==> config.mk <==
export PLATFORM = sky130hd
export DESIGN_NAME = wdog_two_stage
export DESIGN_NICKNAME = d
export VERILOG_FILES = /design/src/rtl/wdog_pkg.sv /design/src/rtl/wdog_bus_dec.sv /design/src/rtl/wdog_core.sv /design/src/rtl/wdog_rd_mux.sv /design/src/rtl/wdog_two_stage.sv
export SDC_FILE = /design/constraint.sdc
export NUM_CORES = 1
export LEC_CHECK = 0
export BUFFER_PORTS_ARGS = -buffer_cell sky130_fd_sc_hd__buf_2
export CAP_MARGIN = 20
export CORE_ASPECT_RATIO = 0.7
export CORE_MARGIN = 10
export CORE_UTILIZATION = 55
export CTS_BUF_LIST = sky130_fd_sc_hd__clkbuf_4
export DETAILED_ROUTE_END_ITERATION = 8
export MAX_ROUTING_LAYER = met4
export PLACE_DENSITY = 0.76
export SYNTH_ARGS = -nofsm -noshare
export SYNTH_HDL_FRONTEND = slang
export SYNTH_SLANG_ARGS = --single-unit
==> constraint.sdc <==
create_clock -name clk_i -period 3.6 [get_ports clk_i]
set_input_delay 0.18 -clock clk_i [delete_from_list [all_inputs] [get_ports clk_i]]
set_output_delay 0.18 -clock clk_i [all_outputs]
set_load 0.005 [all_outputs]
==> src/rtl/wdog_pkg.sv <==
package wdog_pkg;
  localparam int unsigned REG_AW = 12;

  localparam logic [REG_AW-1:0] OFS_CTRL    = 12'h000;
  localparam logic [REG_AW-1:0] OFS_PERIOD  = 12'h008;
  localparam logic [REG_AW-1:0] OFS_DLINE   = 12'h010;
  localparam logic [REG_AW-1:0] OFS_REFRESH = 12'h000;
  localparam logic [REG_AW-1:0] OFS_IFACE   = 12'hFCC;
  localparam logic [REG_AW-1:0] OFS_BLKID   = 12'hFD0;

  localparam int unsigned BIT_EN  = 0;
  localparam int unsigned BIT_ST0 = 1;
  localparam int unsigned BIT_ST1 = 2;

  typedef struct packed {
    logic any;      // any write this cycle
    logic refresh;  // refresh-frame word 0
    logic ctrl;     // control/status
    logic period;   // period register
  } wr_evt_t;
endpackage

==> src/rtl/wdog_bus_dec.sv <==
module wdog_bus_dec
  import wdog_pkg::*;
#(
  parameter int unsigned NW = 2
) (
  input  logic              req_i,
  input  logic              we_i,
  input  logic              frame_i,
  input  logic [REG_AW-1:0] addr_i,
  output wr_evt_t           evt_o,
  output logic [NW-1:0]     dline_wr_o
);
  logic wr, ctl_fr;

  assign wr     = req_i & we_i;
  assign ctl_fr = ~frame_i;

  assign evt_o.any     = wr;
  assign evt_o.refresh = wr & frame_i & (addr_i == OFS_REFRESH);
  assign evt_o.ctrl    = wr & ctl_fr & (addr_i == OFS_CTRL);
  assign evt_o.period  = wr & ctl_fr & (addr_i == OFS_PERIOD);

  for (genvar w = 0; w < NW; w++) begin : g_dline_dec
    assign dline_wr_o[w] = wr & ctl_fr & (addr_i == OFS_DLINE + REG_AW'(4 * w));
  end
endmodule

==> src/rtl/wdog_core.sv <==
module wdog_core
  import wdog_pkg::*;
#(
  parameter int unsigned CW = 64,
  parameter int unsigned DW = 32,
  localparam int unsigned NW = CW / DW
) (
  input  logic          clk_i,
  input  logic          rst_ni,
  input  logic [CW-1:0] cnt_i,
  input  wr_evt_t       evt_i,
  input  logic [NW-1:0] dline_wr_i,
  input  logic [DW-1:0] wdata_i,
  output logic          en_o,
  output logic          st0_o,
  output logic          st1_o,
  output logic [DW-1:0] period_o,
  output logic [CW-1:0] dline_o
);
  logic          en_q, st0_q, st1_q;
  logic [DW-1:0] period_q, period_src;
  logic [CW-1:0] dline_q, reload, dline_wval;
  logic          refresh, hit;

  // a period write re-arms with the value being written
  assign period_src = evt_i.period ? wdata_i : period_q;
  assign reload     = cnt_i + CW'(period_src);
  assign refresh    = evt_i.refresh | evt_i.ctrl | (evt_i.period & en_q);
  // bus writes take priority over expiry in the same cycle
  assign hit        = en_q & (cnt_i >= dline_q) & ~evt_i.any;

  for (genvar w = 0; w < NW; w++) begin : g_dline_word
    assign dline_wval[w*DW +: DW] = dline_wr_i[w] ? wdata_i : dline_q[w*DW +: DW];
  end

  always_ff @(posedge clk_i or negedge rst_ni) begin
    if (!rst_ni) begin
      en_q     <= 1'b0;
      st0_q    <= 1'b0;
      st1_q    <= 1'b0;
      period_q <= '0;
      dline_q  <= '0;
    end else begin
      if (evt_i.ctrl)   en_q     <= wdata_i[BIT_EN];
      if (evt_i.period) period_q <= wdata_i;
      if (refresh) begin
        dline_q <= reload;
        st0_q   <= 1'b0;
        st1_q   <= 1'b0;
      end else if (|dline_wr_i) begin
        dline_q <= dline_wval;
        st0_q   <= 1'b0;
      end else if (hit) begin
        if (!st0_q) begin
          st0_q   <= 1'b1;
          dline_q <= reload;
        end else begin
          st1_q   <= 1'b1;
        end
      end
    end
  end

  assign en_o     = en_q;
  assign st0_o    = st0_q;
  assign st1_o    = st1_q;
  assign period_o = period_q;
  assign dline_o  = dline_q;
endmodule

==> src/rtl/wdog_rd_mux.sv <==
module wdog_rd_mux
  import wdog_pkg::*;
#(
  parameter int unsigned CW        = 64,
  parameter int unsigned DW        = 32,
  parameter logic [31:0] IFACE_ID  = 32'h5744_0001,
  parameter logic [31:0] BLOCK_ID  = 32'h0000_0A17,
  localparam int unsigned NW = CW / DW
) (
  input  logic              frame_i,
  input  logic [REG_AW-1:0] addr_i,
  input  logic              en_i,
  input  logic              st0_i,
  input  logic              st1_i,
  input  logic [DW-1:0]     period_i,
  input  logic [CW-1:0]     dline_i,
  output logic [DW-1:0]     rdata_o
);
  always_comb begin
    rdata_o = '0;
    if (addr_i == OFS_IFACE) begin
      rdata_o = DW'(IFACE_ID);
    end else if (addr_i == OFS_BLKID) begin
      rdata_o = DW'(BLOCK_ID);
    end else if (!frame_i) begin
      if (addr_i == OFS_CTRL) begin
        rdata_o[BIT_EN]  = en_i;
        rdata_o[BIT_ST0] = st0_i;
        rdata_o[BIT_ST1] = st1_i;
      end else if (addr_i == OFS_PERIOD) begin
        rdata_o = period_i;
      end
      for (int w = 0; w < NW; w++) begin
        if (addr_i == OFS_DLINE + REG_AW'(4 * w)) rdata_o = dline_i[w*DW +: DW];
      end
    end
  end
endmodule

==> src/rtl/wdog_two_stage.sv <==
module wdog_two_stage
  import wdog_pkg::*;
#(
  parameter int unsigned CNT_W    = 64,
  parameter int unsigned DATA_W   = 32,
  parameter logic [31:0] IFACE_ID = 32'h5744_0001,
  parameter logic [31:0] BLOCK_ID = 32'h0000_0A17
) (
  input  logic              clk_i,
  input  logic              rst_ni,
  input  logic [CNT_W-1:0]  cnt_i,
  input  logic              req_i,
  input  logic              we_i,
  input  logic              frame_i,
  input  logic [11:0]       addr_i,
  input  logic [DATA_W-1:0] wdata_i,
  output logic [DATA_W-1:0] rdata_o,
  output logic              stage0_o,
  output logic              stage1_o
);
  localparam int unsigned NW = CNT_W / DATA_W;

  wr_evt_t           wr_evt;
  logic [NW-1:0]     dline_wr;
  logic              en, st0, st1;
  logic [DATA_W-1:0] period;
  logic [CNT_W-1:0]  dline;

  wdog_bus_dec #(.NW(NW)) i_dec (
    .req_i      (req_i),
    .we_i       (we_i),
    .frame_i    (frame_i),
    .addr_i     (addr_i),
    .evt_o      (wr_evt),
    .dline_wr_o (dline_wr)
  );

  wdog_core #(.CW(CNT_W), .DW(DATA_W)) i_core (
    .clk_i      (clk_i),
    .rst_ni     (rst_ni),
    .cnt_i      (cnt_i),
    .evt_i      (wr_evt),
    .dline_wr_i (dline_wr),
    .wdata_i    (wdata_i),
    .en_o       (en),
    .st0_o      (st0),
    .st1_o      (st1),
    .period_o   (period),
    .dline_o    (dline)
  );

  wdog_rd_mux #(
    .CW(CNT_W), .DW(DATA_W), .IFACE_ID(IFACE_ID), .BLOCK_ID(BLOCK_ID)
  ) i_rd (
    .frame_i  (frame_i),
    .addr_i   (addr_i),
    .en_i     (en),
    .st0_i    (st0),
    .st1_i    (st1),
    .period_i (period),
    .dline_i  (dline),
    .rdata_o  (rdata_o)
  );

  assign stage0_o = st0;
  assign stage1_o = st1;
endmodule

After elaboration in Yosys (flattened, before gate mapping)
Index checks and enable logic that the tools add are counted.
Widths: inputs -> output; s select.
{ "word_totals": {"regBits": 99, "latch_bits": 0, "mem_bits_rw": 0, "mem_bits_ro": 0, "inputBits": 113, "wordCells": 62, "n_memories": 0} }
{ "op_classes": {"addsub": 1, "multipliers": 0, "div_mod_pow": 0, "magnitude_cmp": 1, "n_eq_ne": 9, "shift": 0, "mux": 22, "bitwise_logic": 15, "n_reduce_logical": 8} }
{ "op_table": {"columns": ["cell", "count"], "rows": [
  ["$mux 32", 9],
  ["$mux 64", 4],
  ["$add 64x32->64", 1],
  ["$ge 64x64->1", 1],
  ["$mux 29", 1],
  ["$eq 12x12->1 const B", 2],
  ["$eq 12x5->1 const B", 2],
  ["$eq 12x4->1 const B", 1],
  ["$logic_not 12->1", 1],
  ["$and 1x1->1", 11],
  ["$reduce_and 3->1", 3],
  ["$mux 1", 7],
  ["$ne 3x1->1 const B", 2],
  ["$reduce_bool 2->1", 2],
  ["$mux 3", 1],
  ["$ne 3x3->1 const B", 1],
  ["$reduce_bool 3->1", 1],
  ["$ne 2x1->1 const B", 1],
  ["$not 1->1", 2],
  ["$or 1x1->1", 2],
  ["$reduce_or 2->1", 1]
]} }

Depth between registers and ports, before layout
Gate-level depths: netlist (run 1).
{ "depth": {"ltp_word": 9, "depth_mapped": 18, "mapped_depth_nobuf": 15} }

Cells and area by module
From an unflattened synthesis (run 1), not the netlist that was laid out.
{ "unflattened": {"cells_unflattened": 1143, "area_unflattened_um2": 9410.3} }
{ "by_module_without_submodules": {"columns": ["module", "n_inst", "cells_per_inst", "area_each_um2", "seq_area_each_um2"], "rows": [
  ["wdog_core", 1, 952, 8250.4, 2477.4],
  ["wdog_rd_mux", 1, 174, 1022.2, 0.0],
  ["wdog_bus_dec", 1, 17, 137.6, 0.0]
]} }

Least setup slack after synthesis (run 1)
No wires, ideal clock.
{ "synth_path": {"path_kind": "input to register", "start": "input addr_i[8]", "end": "register i_core.dline_q[50], in the netlist i_core.dline_o[50]", "arrival_time_ns": 4.448, "setup_slack_ns": -0.973, "cell_stages": 17, "path_buffers": 4, "cell_sequence": "or4_4 -> nor4_4 -> and2_1 -> clkbuf_1 -> clkbuf_1 -> mux2_2 -> ha_1 -> clkbuf_1 -> and4_1 -> and2_1 -> a221oi_1 -> inv_1 -> a311oi_1 -> clkbuf_1 -> or4_1 -> a31oi_1 -> mux2_2"} }
{ "synth_via": {"elab_chain_len": 8, "word_cells_on_any_way": 23, "classes_between": "add/sub: 1; eq/ne: 5; mux: 5; bitwise: 8; reduce/logical: 4"} }
{ "synth_lines": {"columns": ["item", "line", "text"], "rows": [
  ["from (decl)", "wdog_two_stage.sv:15", "input logic [11:0] addr_i,"],
  ["$eq 12x4->1 *", "wdog_bus_dec.sv:21", "assign evt_o.period = wr & ctl_fr & (addr_i == OFS_PERIOD);"],
  ["$and 1x1->1 *", "wdog_bus_dec.sv:21", null],
  ["$mux 32 *", null, null],
  ["net i_core.period_src[29]", "wdog_core.sv:21", "logic [DW-1:0] period_q, period_src;"],
  ["$add 64x32->64 *", "wdog_core.sv:27", "assign reload = cnt_i + CW'(period_src);"],
  ["$mux 64", "wdog_core.sv:54", "if (!st0_q) begin"],
  ["$mux 64", "wdog_core.sv:53", "end else if (hit) begin"],
  ["$mux 64", "wdog_core.sv:50", "end else if (|dline_wr_i) begin"],
  ["$mux 64 *", "wdog_core.sv:46", "if (refresh) begin"],
  ["to (signal assigned)", "wdog_core.sv:47", "dline_q <= reload;"],
  ["to (signal assigned)", "wdog_core.sv:51", "dline_q <= dline_wval;"],
  ["to (signal assigned)", "wdog_core.sv:56", "dline_q <= reload;"],
  ["to (decl)", "wdog_core.sv:22", "logic [CW-1:0] dline_q, reload, dline_wval;"]
]} }
The timed path passes the listed nets; every way through them passes the cells marked *. The select of a mux whose other input is x is not followed.
A chain may end at the register's enable or synchronous reset.

Final worst setup path (run 1)
{ "layout_path": {"start": "input addr_i[10]", "end": "register i_core.dline_q[53], in the netlist i_core.dline_o[53]"} }
The elaborated chain is that of the path after synthesis.

==> impl_metrics.json, run 1 <==
{
  "grt_max_degree": 77,
  "numPlacedInstances": 1658,
  "rsz0062_at_grt": "true",
  "synth_nets": 1406,
  "fmaxAchievable_mhz": 266,
  "areaGrowthSynthToFinish_pct": 39.7,
  "cts_made_buffers": 9,
  "synth_edf_count": 0,
  "die_height_um": 130,
  "crit_type": "input port to register",
  "first_global_vias": 9962,
  "finalWirelength_um": 39500,
  "cts_root_buf": "clkbuf_4",
  "port_buffers": 146,
  "avgSynthCellArea_sq_um": 8.00,
  "clk_pin_slew_worst_paths_ns": 0.18,
  "worst_pin_slew_ns": 0.965,
  "fillCellCount": 1238,
  "vias": 11155,
  "slew_headroom_pct": 35.7,
  "slew_viol_final": 0,
  "synth-async-reset-ratio_pct": 100,
  "status": "finished with violations",
  "wl_per_cell_um": 22.7,
  "required_ns": 4.03,
  "min_period_over_period_pct": 104,
  "path_max_fanout": 11,
  "cpPeakStageDelay_ns": 0.54,
  "grt.busiest_layer": "met2",
  "path_buf_inv": 6,
  "cts_max_level": 3,
  "first_iter_violations": 1662,
  "syn_inst": 1195,
  "fin_ws_ns": -0.152,
  "row_count": 40,
  "cts_buffer_depth": 2,
  "utilization_pct": 78.0,
  "cts_tree": "built",
  "grt_pass1_wl_um": 56200,
  "postRouteAntennaNets": 0,
  "synth_seq_cells": 99,
  "slowest_stage": "or4_4",
  "cp-start-kind": "input port",
  "routed_via_density": 6.41,
  "initial_utilization_pct": 55.8,
  "power.leakage_uw": 0.00606,
  "instances_no_fill": 1741,
  "use_met1_pct": 44.7,
  "setup_viol": 26,
  "fin_nets": 1715,
  "crit_chain": "buf_6 -> or4_4 -> nor4_4 -> and2_4 -> buf_12 -> clkbuf_16 -> buf_12 -> mux2_4 -> ha_4 -> a21oi_4 -> inv_2 -> o41ai_4 -> o221ai_2 -> a221oi_4 -> buf_6 -> or3_1 -> a31oi_1 -> mux2_4",
  "layout-drive-gt1-share_pct": 35.2,
  "netlist_area_sq_um": 9550,
  "critPathCaptureType": "register",
  "violations": "negative setup slack",
  "die_w_um": 178,
  "worstSkewPairLatency_ns": 0.52,
  "clock_skew_ns": 0.0234,
  "ys_seq_area_share_pct": 25.9,
  "track_usage_pct": 32.0,
  "power_density_nw_per_um2": 175,
  "hold_viol_final": 0,
  "core_sq_um": 17100,
  "hold_class": "input port to register",
  "ys_warn_count": 0,
  "grt.met3_usage_pct": 9.04,
  "post-route-min-period_ns": 3.75,
  "cp_top_family": "compound AO/OA/AOI/OAI gates",
  "ir_drop_uv": 152,
  "ys.flop_type": "dfrtp_1",
  "boundaryPins": 147,
  "arrival_ns": 4.18,
  "cap_violations": 0,
  "ys_types": 71,
  "drc": 0,
  "grt_overflow": 0,
  "gr-usage-met2_pct": 45.2,
  "cts_sinks": 99,
  "gp_congestion": 1.01,
  "drt_pass1_iterations": 7,
  "dpl.hpwl_um": 28300,
  "dieArea_sq_um": 23100,
  "antenna_found_initial": 2
}
registers in the layout, indices dropped and copies added (netlist names):
| register | flops |
|---|---|
| i_core.en_o | 1 |
| i_core.period_o | 32 |
| i_core.dline_o | 64 |
| i_core.st0_o | 1 |
| i_core.st1_o | 1 |
layout by cell type (no fill, tap or decap), drive strengths merged, types with 10 or more instances in the layout:
master,count
a31oi,38
nand3,27
dlygate4sd3,31
ha,97
nor4,14
or3,16
a21o,16
a21oi,107
dfrtp,99
buf,328
nor3,23
mux2,58
o211ai,12
o21ai,79
inv,82
o31ai,10
nand4,26
clkbuf,11
nand2,109
nor2,132
mux2i,36
xnor2,22
path summary, 6_finish.rpt:
path	startpoint	end	slack (ns)	cells past startpoint
min reg2reg	i_core.dline_o[27]$_DFFE_PN0P_	i_core.dline_o[27]$_DFFE_PN0P_	0.56	2
min in group asynchronous	rst_ni	i_core.dline_o[26]$_DFFE_PN0P_	0.29	2
min	wdata_i[9]	i_core.period_o[9]$_DFF_PN0_	0.02	2
max reg2reg	i_core.dline_o[13]$_DFFE_PN0P_	i_core.dline_o[55]$_DFFE_PN0P_	0.26	10
max	addr_i[10]	i_core.dline_o[53]$_DFFE_PN0P_	-0.15	18
max in group asynchronous	rst_ni	i_core.period_o[8]$_DFF_PN0_	2.44	3
layer usage:
metal / share of wire [%] / routed length, um
met5: 0 / 0
met4: 2.4 / 930
met1: 42 / 16600
met2: 42 / 16400
met3: 14 / 5510
metrics by stage:
step / hold WS (ns) / setup TNS, ns / worst slack [ns] / power [uW] / area [sq um]
after floorplan: -0.116 / -8.06 / -0.343 / 1420 / 10100
final: 0.0225 / -1.55 / -0.152 / 2340 / 13300
after global routing: 0.0126 / -3.47 / -0.219 / 2420 / 13300
after CTS: 0.0143 / -0.0453 / -0.0206 / 2270 / 12400
after global placement: 0.316 / -22.59 / -0.642 / 1670 / 11800
after detailed placement: 0.313 / -27.75 / -0.743 / 1680 / 11800
logic make-up after synthesis:
family,synth area share [%]
mux,10.6
compound gates,21.3
flops,25.9
fa+ha+maj,12.9
xor+xnor,2.57
buf+inv,6.13
simple gates,20.6
power breakdown:
part / internal, uW / switching [uW]
registers: 1130 / 15.1
logic: 275 / 344
clock network: 142 / 432
cells in the mapped netlist (16+ instances only):
master	instances	area [sq um]
nor2_1	132	495
nand2_1	109	409
a21oi_1	107	536
dfrtp_1	99	2480
ha_1	97	1210
inv_1	82	308
o21ai_0	76	380
mux2_2	58	653
a31oi_1	37	231
mux2i_1	36	360
clkbuf_1	35	131
nand3_1	27	135
nand4_1	26	163
nor3_1	22	110
xnor2_1	22	193
buf_2	21	105
a21o_1	16	120
or3_1	16	100
final cells by class:
class	instances	area, sq um	area share, %
multi-input combinational	952	7550	56.5
timing repair buffer	360	2620	19.6
tap	231	289	2.17
antenna	2	5.00	0.0375
clock inverter	5	31.3	0.234
clock buffer	10	75.1	0.562
inverter	82	308	2.31
sequential	99	2480	18.6
what timing repair did:
| item | 4_1_cts | 5_1_grt |
|---|---|---|
| resized for setup | 27 | 124 |
| pin swaps | 7 | 49 |
| endpoints found under the setup margin | 31 | 40 |
| buffers inserted | 1 | 30 |
| cloned | 1 | 3 |
| endpoints found under the hold margin | 95 | 0 |
| hold buffers | 31 | 0 |
No activity file was read; power rests on OpenSTA's default activity.
==> run 2, diff against run 1 <==
--- a/config.mk
+++ b/config.mk
@@ -8,7 +8,6 @@
 export BUFFER_PORTS_ARGS = -buffer_cell sky130_fd_sc_hd__buf_2
 export CAP_MARGIN = 20
 export CORE_ASPECT_RATIO = 0.7
-export CORE_MARGIN = 10
 export CORE_UTILIZATION = 55
 export CTS_BUF_LIST = sky130_fd_sc_hd__clkbuf_4
 export DETAILED_ROUTE_END_ITERATION = 8
==> impl_metrics.json, run 2 (synthesis gave the netlist of run 1 again) <==
{
  "status": "finished with violations",
  "violations": "negative setup slack",
  "setup_viol": 2,
  "worstSkewPairLatency_ns": 0.50,
  "slew_headroom_pct": 51.5,
  "register_area_sq_um": 2480,
  "largest_reg_flops": 64,
  "routed_via_density": 6.24,
  "cts_tree": "built",
  "final_cell_mix": "buf_2 (145), buf_4 (133), nor2_1 (129)",
  "required_ns": 4.05,
  "fin_ws_ns": -0.0269,
  "cp-start-kind": "input port",
  "layout-drive-gt1-share_pct": 30.9,
  "postRouteAntennaNets": 0,
  "initial_utilization_pct": 57.4,
  "fin_nets": 1674,
  "vias": 10552,
  "cts_buffer_depth": 2,
  "boundaryPins": 147,
  "dpl.hpwl_um": 26800,
  "multi_input_area_sq_um": 7120,
  "grt_pass1_wl_um": 54300,
  "port_buffers": 146,
  "first_iter_violations": 1498,
  "grt_overflow": 0,
  "row_count": 39,
  "fillCellCount": 1258,
  "cts_max_level": 3,
  "path_max_fanout": 18,
  "hold_class": "input port to register",
  "slew_viol_final": 0,
  "core_sq_um": 16600,
  "cap_violations": 0,
  "die_height_um": 112,
  "critPathCaptureType": "register",
  "cts_made_buffers": 9,
  "first_global_vias": 9839,
  "clk_pin_slew_worst_paths_ns": 0.16,
  "clock_skew_ns": 0.0151,
  "drc": 0,
  "areaGrowthSynthToFinish_pct": 31.1,
  "worst_pin_slew_ns": 0.723,
  "final_common_cell": "buf_2",
  "finalWirelength_um": 35400,
  "rsz0062_at_grt": "true",
  "gp_congestion": 1.03,
  "pre_cts_ws_ns": -0.592,
  "hold_viol_final": 0,
  "wl_per_cell_um": 20.9,
  "cts_sinks": 99,
  "antenna_found_initial": 1,
  "die_w_um": 160,
  "arrival_ns": 4.08,
  "worst_hold_slack_ns": 0.0451,
  "dieArea_sq_um": 17900,
  "ir_drop_uv": 171,
  "cts_root_buf": "clkbuf_4",
  "track_usage_pct": 40.4,
  "power.leakage_uw": 0.00576,
  "fmaxAchievable_mhz": 276,
  "min_period_over_period_pct": 101,
  "grt_max_degree": 45,
  "crit_type": "input port to register",
  "post-route-min-period_ns": 3.63,
  "power_density_nw_per_um2": 189,
  "drt_pass1_iterations": 8
}
## run 2: routing by layer
layer	global-route usage [%]	routed length (um)
met3	11.5	4780
met5	-	0
met2	54.4	14100
met1	59.0	15900
met4	8.97	638
## run 2: report_power, final
| group | leakage, uW | internal (uW) | switching [uW] | total [uW] |
|---|---|---|---|---|
| registers | 0.00129 | 1130 | 14.3 | 1140 |
| clock network | 0.0000646 | 213 | 426 | 639 |
| logic | 0.00440 | 259 | 330 | 589 |
| total | 0.00576 | 1600 | 770 | 2370 |
## run 2: worst max-delay path, stage by stage
cell	delay (ns)
buf_2	0.11
or4_4	0.55
nor4_4	0.17
and2_4	0.23
buf_12	0.15
buf_4	0.12
mux2_4	0.31
ha_4	0.29
a21o_1	0.15
a31o_4	0.18
a21oi_1	0.05
nor3_2	0.34
a311oi_2	0.19
buf_12	0.19
or3_1	0.35
a31oi_1	0.28
mux2_4	0.21
## run 2: path summary, 6_finish.rpt
path | depth (start not counted) | to | start | slack, ns
min in group asynchronous | 2 | i_core.dline_o[27]$_DFFE_PN0P_ | rst_ni | 0.21
worst max register to register | 12 | i_core.dline_o[27]$_DFFE_PN0P_ | i_core.dline_o[41]$_DFFE_PN0P_ | 0.27
worst min-delay path | 2 | i_core.period_o[12]$_DFF_PN0_ | wdata_i[12] | 0.05
worst min register to register | 1 | i_core.dline_o[37]$_DFFE_PN0P_ | i_core.dline_o[37]$_DFFE_PN0P_ | 0.56
worst max-delay path | 17 | i_core.dline_o[40]$_DFFE_PN0P_ | addr_i[10] | -0.03
max in group asynchronous | 3 | i_core.period_o[14]$_DFF_PN0_ | rst_ni | 2.50
## run 2: cell type report
| cell class | instances | share of cell area (%) |
|---|---|---|
| flip-flops and latches | 99 | 19.8 |
| repair buffers | 319 | 17.6 |
| inverters | 82 | 2.46 |
| well taps | 225 | 2.25 |
| clock buffers | 10 | 0.600 |
| diodes | 1 | 0.0200 |
| multi-input cells | 952 | 56.9 |
| clock inverters | 4 | 0.430 |
## run 2: repair_timing
action,4_1_cts,5_1_grt
hold buffers,31,1
setup buffers,1,3
endpoints found under the hold margin,83,1
pin swaps,0,12
gates cloned,0,1
gates resized for setup,2,49
endpoints found under the setup margin,14,33
## run 2: through the flow
step / TNS (ns) / cell area [sq um] / util, % / power (uW) / instances
final: -0.0430 / 12500 / 75.2 / 2370 / 1692
after global routing: -1.33 / 12500 / 75.2 / 2470 / 1692
after CTS: 0 / 12200 / 73.3 / 2340 / 1686
after detailed placement: -19.57 / 11700 / 70.6 / 1690 / 1640
after global placement: -18.39 / 11700 / 70.6 / 1670 / 1640
after floorplan: -8.06 / 10100 / - / 1420 / 1195
